### config.mk
export PLATFORM = sky130hd
export DESIGN_NAME = sar_companding_adc
export DESIGN_NICKNAME = d
export VERILOG_FILES = /design/src/rtl/sar_pkg.sv /design/src/rtl/sar_ctrl.sv /design/src/rtl/sar_reg.sv /design/src/rtl/sar_fmt.sv /design/src/rtl/sar_companding_adc.sv
export SDC_FILE = /design/constraint.sdc
export NUM_CORES = 1
export LEC_CHECK = 0
export ABC_AREA = 1
export BUFFER_PORTS_ARGS = -buffer_cell sky130_fd_sc_hd__buf_2
export CAP_MARGIN = 0
export CORE_MARGIN = 3
export CORE_UTILIZATION = 47
export DETAILED_ROUTE_END_ITERATION = 8
export PLACE_DENSITY_LB_ADDON = 0.15
export REMOVE_ABC_BUFFERS = 1
export SLEW_MARGIN = 20
export SYNTH_ARGS = -nofsm -noshare
export SYNTH_HDL_FRONTEND = slang
export SYNTH_SLANG_ARGS = --single-unit
### constraint.sdc
create_clock -name clk -period 2.8 [get_ports clk]
set_input_delay 0.56 -clock clk [delete_from_list [all_inputs] [get_ports clk]]
set_output_delay 0.56 -clock clk [all_outputs]
set_load 0.01 [all_outputs]
### src/rtl/sar_pkg.sv
// Shared types for the successive-approximation sequencer.
// Assumes: nothing beyond IEEE 1800-2017.
package sar_pkg;
    typedef enum logic [1:0] {
        ST_IDLE = 2'd0,
        ST_AZ   = 2'd1,
        ST_SIGN = 2'd2,
        ST_MAG  = 2'd3
    } sar_st_e;
endpackage

### src/rtl/sar_ctrl.sv
// Phase controller: idle, autozero, sign trial and magnitude trials.
// Assumes frame_i is a synchronous strobe. Configuration is captured on the start edge.
module sar_ctrl
    import sar_pkg::*;
#(
    parameter int         AZ_CYC   = 4,
    parameter int         MAG_W    = 7,
    parameter logic [1:0] MON_CODE = 2'b10,
    localparam int        CW       = (AZ_CYC > 1) ? $clog2(AZ_CYC) : 1,
    localparam int        IW       = $clog2(MAG_W)
) (
    input  logic          clk,
    input  logic          rst_n,
    input  logic          frame_i,
    input  logic          lin_i,
    input  logic [1:0]    mode_i,
    output logic          start_o,
    output logic          az_o,
    output logic          sign_ph_o,
    output logic          mag_ph_o,
    output logic          last_o,
    output logic [IW-1:0] idx_o,
    output logic          lin_q_o,
    output logic          mon_q_o
);
    sar_st_e       state_q;
    logic [CW-1:0] cnt_q;
    logic [IW-1:0] idx_q;

    // Decode phase flags from the current state.
    always_comb begin
        start_o   = (state_q == ST_IDLE) && frame_i;
        az_o      = (state_q == ST_AZ);
        sign_ph_o = (state_q == ST_SIGN);
        mag_ph_o  = (state_q == ST_MAG);
        last_o    = mag_ph_o && (idx_q == '0);
        idx_o     = idx_q;
    end

    // Step through the phases and capture the configuration at start.
    always_ff @(posedge clk) begin
        if (!rst_n) begin
            state_q <= ST_IDLE;
            cnt_q   <= '0;
            idx_q   <= '0;
            lin_q_o <= 1'b0;
            mon_q_o <= 1'b0;
        end else begin
            case (state_q)
                ST_IDLE: if (frame_i) begin
                    state_q <= ST_AZ;
                    cnt_q   <= CW'(AZ_CYC - 1);
                    lin_q_o <= lin_i;
                    mon_q_o <= (mode_i == MON_CODE);
                end
                ST_AZ: begin
                    if (cnt_q == '0) begin
                        state_q <= mon_q_o ? ST_MAG : ST_SIGN;
                        idx_q   <= IW'(MAG_W - 1);
                    end else begin
                        cnt_q <= cnt_q - 1'b1;
                    end
                end
                ST_SIGN: state_q <= ST_MAG;
                default: begin
                    if (idx_q == '0) state_q <= ST_IDLE;
                    else             idx_q   <= idx_q - 1'b1;
                end
            endcase
        end
    end
endmodule

### src/rtl/sar_reg.sv
// Approximation register: holds the sign and the magnitude bits decided so far.
// Assumes cmp_i answers the trial code presented in the same cycle.
module sar_reg #(
    parameter  int MAG_W = 7,
    localparam int IW    = $clog2(MAG_W)
) (
    input  logic          clk,
    input  logic          rst_n,
    input  logic          start_i,
    input  logic          sign_ph_i,
    input  logic          mag_ph_i,
    input  logic [IW-1:0] idx_i,
    input  logic          cmp_i,
    output logic          sign_o,
    output logic [MAG_W-1:0] mag_nx_o,
    output logic [MAG_W:0]   trial_o
);
    logic             sign_q;
    logic [MAG_W-1:0] mag_q;
    logic [MAG_W-1:0] bit_sel;
    logic [MAG_W-1:0] trial_mag;

    // Form the trial code and the magnitude after this decision.
    always_comb begin
        bit_sel   = MAG_W'(1) << idx_i;
        trial_mag = mag_q | bit_sel;
        mag_nx_o  = cmp_i ? trial_mag : mag_q;
        trial_o   = mag_ph_i ? {sign_q, trial_mag} : '0;
        sign_o    = sign_q;
    end

    // Clear at start, then record the sign and each kept bit.
    always_ff @(posedge clk) begin
        if (!rst_n || start_i) begin
            sign_q <= 1'b0;
            mag_q  <= '0;
        end else if (sign_ph_i) begin
            sign_q <= cmp_i;
        end else if (mag_ph_i) begin
            mag_q <= mag_nx_o;
        end
    end
endmodule

### src/rtl/sar_fmt.sv
// Output stage: formats the final code and raises the completion pulse.
// Assumes last_i is high for the single cycle of the final trial.
module sar_fmt #(
    parameter int MAG_W = 7
) (
    input  logic             clk,
    input  logic             rst_n,
    input  logic             last_i,
    input  logic             lin_i,
    input  logic             mon_i,
    input  logic             sign_i,
    input  logic [MAG_W-1:0] mag_i,
    output logic [MAG_W:0]   word_o,
    output logic             done_o
);
    logic [MAG_W:0] raw;

    // Select the layout for the finished word.
    always_comb begin
        raw = {sign_i, mag_i};
        if (mon_i)      raw = {1'b0, mag_i};
        else if (!lin_i) raw = ~raw;
    end

    // Load the word and pulse done on the completing edge.
    always_ff @(posedge clk) begin
        if (!rst_n) begin
            word_o <= '0;
            done_o <= 1'b0;
        end else begin
            done_o <= last_i;
            if (last_i) word_o <= raw;
        end
    end
endmodule

### src/rtl/sar_companding_adc.sv
// Top of the companding successive-approximation sequencer.
// Assumes an external DAC and comparator answer combinationally within one cycle.
module sar_companding_adc #(
    parameter int         AZ_CYC   = 4,
    parameter int         CHORD_W  = 3,
    parameter int         STEP_W   = 4,
    parameter logic [1:0] MON_CODE = 2'b10,
    localparam int        MAG_W    = CHORD_W + STEP_W,
    localparam int        IW       = $clog2(MAG_W)
) (
    input  logic           clk,
    input  logic           rst_n,
    input  logic           frame_i,
    input  logic           lin_i,
    input  logic [1:0]     mode_i,
    input  logic           cmp_i,
    output logic [MAG_W:0] dac_code_o,
    output logic           dac_lin_o,
    output logic           path_sel_o,
    output logic           az_o,
    output logic [MAG_W:0] word_o,
    output logic           done_o
);
    logic             start, sign_ph, mag_ph, last, lin_q, mon_q, sign;
    logic [IW-1:0]    idx;
    logic [MAG_W-1:0] mag_nx;

    sar_ctrl #(.AZ_CYC(AZ_CYC), .MAG_W(MAG_W), .MON_CODE(MON_CODE)) u_ctrl (
        .clk(clk), .rst_n(rst_n), .frame_i(frame_i), .lin_i(lin_i), .mode_i(mode_i),
        .start_o(start), .az_o(az_o), .sign_ph_o(sign_ph), .mag_ph_o(mag_ph),
        .last_o(last), .idx_o(idx), .lin_q_o(lin_q), .mon_q_o(mon_q)
    );

    sar_reg #(.MAG_W(MAG_W)) u_reg (
        .clk(clk), .rst_n(rst_n), .start_i(start), .sign_ph_i(sign_ph),
        .mag_ph_i(mag_ph), .idx_i(idx), .cmp_i(cmp_i), .sign_o(sign),
        .mag_nx_o(mag_nx), .trial_o(dac_code_o)
    );

    sar_fmt #(.MAG_W(MAG_W)) u_fmt (
        .clk(clk), .rst_n(rst_n), .last_i(last), .lin_i(lin_q), .mon_i(mon_q),
        .sign_i(sign), .mag_i(mag_nx), .word_o(word_o), .done_o(done_o)
    );

    // Drive the analog-side controls from the captured configuration.
    always_comb begin
        dac_lin_o  = lin_q | mon_q;
        path_sel_o = mon_q;
    end
endmodule

Yosys cells after proc, flatten, opt, wreduce, memory -nomap -nowiden
Cells that the tools add are included.
{"block": "op_classes", "magnitude_cmp": 0, "n_mux": 15, "bitwise_logic": 5, "n_eq_ne": 8, "div_mod_pow": 0, "shift": 1, "reduce_logical": 15, "n_mul": 0, "addsub": 2}
{"cell": "$mux 8", "count": 3}
{"cell": "$mux 2", "count": 5}
{"cell": "$reduce_and 3->1", "count": 3}
{"cell": "$not 8->8", "count": 1}
{"cell": "$mux 7", "count": 1}
{"cell": "$or 7x7->7", "count": 1}
{"cell": "$shl 1x3->7 const A", "count": 1}
{"cell": "$eq 2x2->1 const B", "count": 3}
{"cell": "$mux 3", "count": 2}
{"cell": "$ne 2x2->1 const B", "count": 3}
{"cell": "$pmux 2 s3", "count": 1}
{"cell": "$pmux 3 s2", "count": 1}
{"cell": "$logic_not 2->1", "count": 2}
{"cell": "$pmux 2 s2", "count": 1}
{"cell": "$reduce_and 2->1", "count": 2}
{"cell": "$reduce_bool 4->1", "count": 1}
{"cell": "$logic_not 3->1", "count": 1}
{"cell": "$sub 3x1->3 const B", "count": 1}
{"cell": "$eq 2x1->1 const B", "count": 1}
{"cell": "$logic_and 1x1->1", "count": 2}
{"cell": "$ne 2x1->1 const B", "count": 1}
{"cell": "$not 1->1", "count": 2}
{"cell": "$reduce_bool 2->1", "count": 1}
{"cell": "$reduce_or 2->1", "count": 1}
{"cell": "other kinds (5)", "count": 5}
{"block": "word_totals", "mem_bits_ro": 0, "ramBits": 0, "register_bits": 26, "mem_count": 0, "output_inout_bits": 20, "inputBits": 7, "latchBits": 0}

Longest topological paths before layout
{"block": "depth", "ltp_word": 6, "depth_mapped": 9}

Hierarchy
A second synthesis with hierarchy kept.
{"block": "unflattened", "hier_cells": 255, "hier_area_um2": 1611.5}
{"mod": "sar_ctrl", "cells_per_inst": 91, "area_each_um2": 600.6, "n_inst": 1}
{"mod": "sar_reg", "cells_per_inst": 81, "area_each_um2": 514.2, "n_inst": 1}
{"mod": "sar_fmt", "cells_per_inst": 80, "area_each_um2": 485.5, "n_inst": 1}
{"mod": "sar_companding_adc", "cells_per_inst": 3, "area_each_um2": 11.3, "n_inst": 1}

Worst setup path after synthesis
OpenSTA, ideal clock, no wires.
{"block": "synth_timing", "path_type": "reg-to-output", "startpoint": "reg u_ctrl.idx_q[0], in the netlist u_ctrl.idx_o[0]", "endpoint": "out dac_code_o[0]", "setup_slack_ps": 1235, "t_arrival_ps": 1005, "t_required_ps": 2240, "path_buffers": 0, "path_stages_with_launch": 5, "path_cell_list": "dfxtp_1 -> inv_1 -> ha_1 -> nand2_4 -> a21oi_1"}
{"block": "synth_via", "elab_chain_len": 3}
{"item": "start: declaration", "line_no": "sar_ctrl.sv:28", "source": "logic [IW-1:0] idx_q;"}
{"item": "start signal: assignment", "line_no": "sar_ctrl.sv:59", "source": "idx_q <= IW'(MAG_W - 1);"}
{"item": "start signal: assignment", "line_no": "sar_ctrl.sv:67", "source": "else idx_q <= idx_q - 1'b1;"}
{"item": "$shl 1x3->7", "line_no": "sar_reg.sv:25", "source": "bit_sel = MAG_W'(1) << idx_i;"}
{"item": "$or 7x7->7", "line_no": "sar_reg.sv:26", "source": "trial_mag = mag_q | bit_sel;"}
{"item": "$mux 8", "line_no": "sar_reg.sv:28", "source": "trial_o = mag_ph_i ? {sign_q, trial_mag} : '0;"}
{"item": "end: declaration", "line_no": "sar_companding_adc.sv:17", "source": "output logic [MAG_W:0] dac_code_o,"}
No other way between the ends.

Final worst setup path
Ends and elaborated chain as after synthesis.

==> summary.txt <==
status - finished clean
Skew-Pair Late Insertion Delay - 0.31 ns
crit share post-route - 73.3%
relative slew slack - 70.4%
WL per Instance - 10.4 um
met3 GRT Util - 2.88%
Slew @ Worst Pin - 0.444 ns
crit end category - output pin
vias per cell - 4.73
hpwl dp - 2.36 mm
via count - 1347
overall routing resource usage - 15.7%
clock root cell - clkbuf_4
grt met1 use - 20.6%
RSZ-0062 raised after global routing - no
max_cap viols - 0
mean area per synthesized cell - 6.97 um^2
Initial Util - 51.9%
CP arrival - 1.49 ns
WP data required - 2.24 ns
Worst VDD drop - 0.528 mV
DRT iter0 DRCs - 39
post-synthesis mux area share - 0%
Critical Path End - dac_code_o[0]
CTS tree - built
drc violations - 0
Post-CTS Repair Setup Buffers - 0
Ant. Diodes - 0
Hold Path Class - reg2reg
Final Skew - 0.00124 ns
clk sinks - 26
Std-Cell Rows - 19
largest family of logic cells by synthesized area - simple AND/OR/NAND/NOR gates
IO Pins - 27
GP Congestion - 0.855
Slew Limit Fails - 0
sequential fraction of the synthesis area - 34.6%
CTS H-tree depth - 1
layout cell share with drive strength beyond 1 - 15.6%
Core ar. - 0.00290 mm^2
met2 Use GR - 26.2%
largest net degree at the start of global routing - 17
Synth area leaders - dfxtp_1, nand2_1, ha_1
Pre-antenna DRT Iters - 4
placed insts - 281
Area growth syn-to-layout - 13.1%
CTS Buffer Depth - 2
initial antenna violation count - 0
yosys warns - 0
GR peak layer - met2
R2R Path Start - u_ctrl.state_q[0]
Worst Path Class, Setup - reg2out
Pwr Density - 854 mW/mm^2
cell taking the most area after synthesis - dfxtp_1
final std cells w/o fill - 285
CTS-repair resized insts - 0
setup violators final - 0
# port buffers - 26
Fin. Hold Viols - 0
total gr overflow - 0
Tot Pwr - 1.45 mW
min Tclk post-route - 2.05 ns
Static Leak - 0.915 nW
Synth Instances - 216
Max FO, Critical Path - 5
Synth top area share - 34.6%
CTS Buf Count - 3
reg-to-reg endpoint - u_ctrl.idx_o[2]
Die Ht - 62.6 um
vias in the first global route - 1188
crit start category - flop
Peak Freq - 487 MHz
Mapped Area - 0.00151 mm^2
compound-gate portion of the synthesized area - 11.8%
first-pass GRT wire length - 5.09 mm
Hold Buf Count CTS - 0
number of synthesized register bits - 26
Die X - 62.6 um
final setup TNS - 0 ns
Synth Area in Adders - 9.14%
post-synthesis simple-gate area fraction - 32.2%
layout net count - 262
Routed Wire Length - 2.96 mm
post-synthesis xor/xnor area fraction - 0.582%
R2R cell count - 7
antenna viol nets, final - 0
Die Area - 0.00392 mm^2
clock slew at reported path FFs - 0.14 ns
CP Launch Point - u_ctrl.idx_o[0]
count of cell types in the netlist - 23
R2R setup slack - 1.32 ns
Fillers - 297
==> how the worst min path moves through the flow <==
stage,startpoint,to,slack [ns],cells after the start
after CTS,u_ctrl.cnt_q[1],u_ctrl.cnt_q[1],0.47,2
after floorplan,u_ctrl.cnt_q[1],u_ctrl.cnt_q[1],0.43,2
after global placement,u_ctrl.cnt_q[1],u_ctrl.cnt_q[1],0.45,2
final,u_ctrl.cnt_q[1],u_ctrl.cnt_q[1],0.47,2
after detailed placement,u_ctrl.cnt_q[1],u_ctrl.cnt_q[1],0.45,2
after global routing,lin_i,u_ctrl.lin_q_o,0.48,3
==> stage by stage <==
| stage | util, % | area [um^2] | worst slack [ns] | hold slack [ns] |
|---|---|---|---|---|
| after detailed placement | 57.5 | 1670 | 1.09 | 0.453 |
| after floorplan | - | 1480 | 1.24 | 0.434 |
| after global placement | 57.5 | 1670 | 1.10 | 0.450 |
| final | 58.7 | 1700 | 0.747 | 0.470 |
| after global routing | 58.7 | 1700 | 0.541 | 0.484 |
| after CTS | 58.7 | 1700 | 0.714 | 0.472 |
==> registers in the layout (all words and copies together), names as in the netlist <==
register        flops
u_fmt.word_o        8
u_reg.mag_q         7
u_ctrl.idx_o        3
u_ctrl.cnt_q        2
u_ctrl.state_q      2
u_ctrl.lin_q_o      1
u_ctrl.mon_q_o      1
u_fmt.done_o        1
u_reg.sign_o        1
==> routing by layer <==
layer  up-vias  routed length (um)
met5         -                   0
met4         0                  20
met3         2                 119
met2        26                1290
met1       579                1530
li1        740                   -
==> critical path, stage by stage, from the launching register on <==
cell and delay (ns):
dfxtp_1 0.36, inv_1 0.13, ha_1 0.28, nand2_4 0.11
a21oi_1 0.14, buf_2 0.15
==> kinds of logic after synthesis <==
kind of cell	count (synthesis)
adder cells (fa/ha/maj)	11
AND/OR/NAND/NOR	105
buffers and inverters	41
AO/OA/AOI/OAI	32
flip-flops	26
XOR/XNOR	1
==> layout make-up <==
| type | count | area (um^2) | area share, % |
|---|---|---|---|
| clock buffers | 4 | 36.3 | 2.13 |
| multi-input cells | 149 | 808 | 47.5 |
| flip-flops and latches | 26 | 520 | 30.6 |
| repair buffers | 26 | 130 | 7.64 |
| well taps | 42 | 52.6 | 3.09 |
| inverters | 38 | 155 | 9.11 |
==> synth_stat cells <==
cell and n:
nand2_1 61, inv_1 36, dfxtp_1 26, nand3_1 24, a21oi_1 17, nor2_1 13, ha_1 11, o21ai_0 8
a211oi_1 3, o211ai_1 3, nor2_8 2, buf_2 1, buf_6 1, clkbuf_2 1, inv_6 1, inv_8 1
nand2_4 1, nand3_2 1, nand3b_1 1, nor2_4 1, o21a_1 1, or2_2 1, xor2_1 1
==> power by group <==
group | total [mW] | internal (mW) | switching, mW
registers | 0.518 | 0.443 | 0.0747
logic | 0.749 | 0.260 | 0.489
clock network | 0.188 | 0.0794 | 0.109
==> cell usage in the layout (no fill, tap or decap), drive strengths merged <==
cell	instances
buf	26
nand3	25
nor2	16
o21ai	8
ha	11
o21a	1
nand3b	1
dfxtp	26
or2	1
a21oi	17
clkbuf	4
nand2	62
a211oi	3
inv	38
xor2	1
o211ai	3
Power figures use the tool's default switching activity.
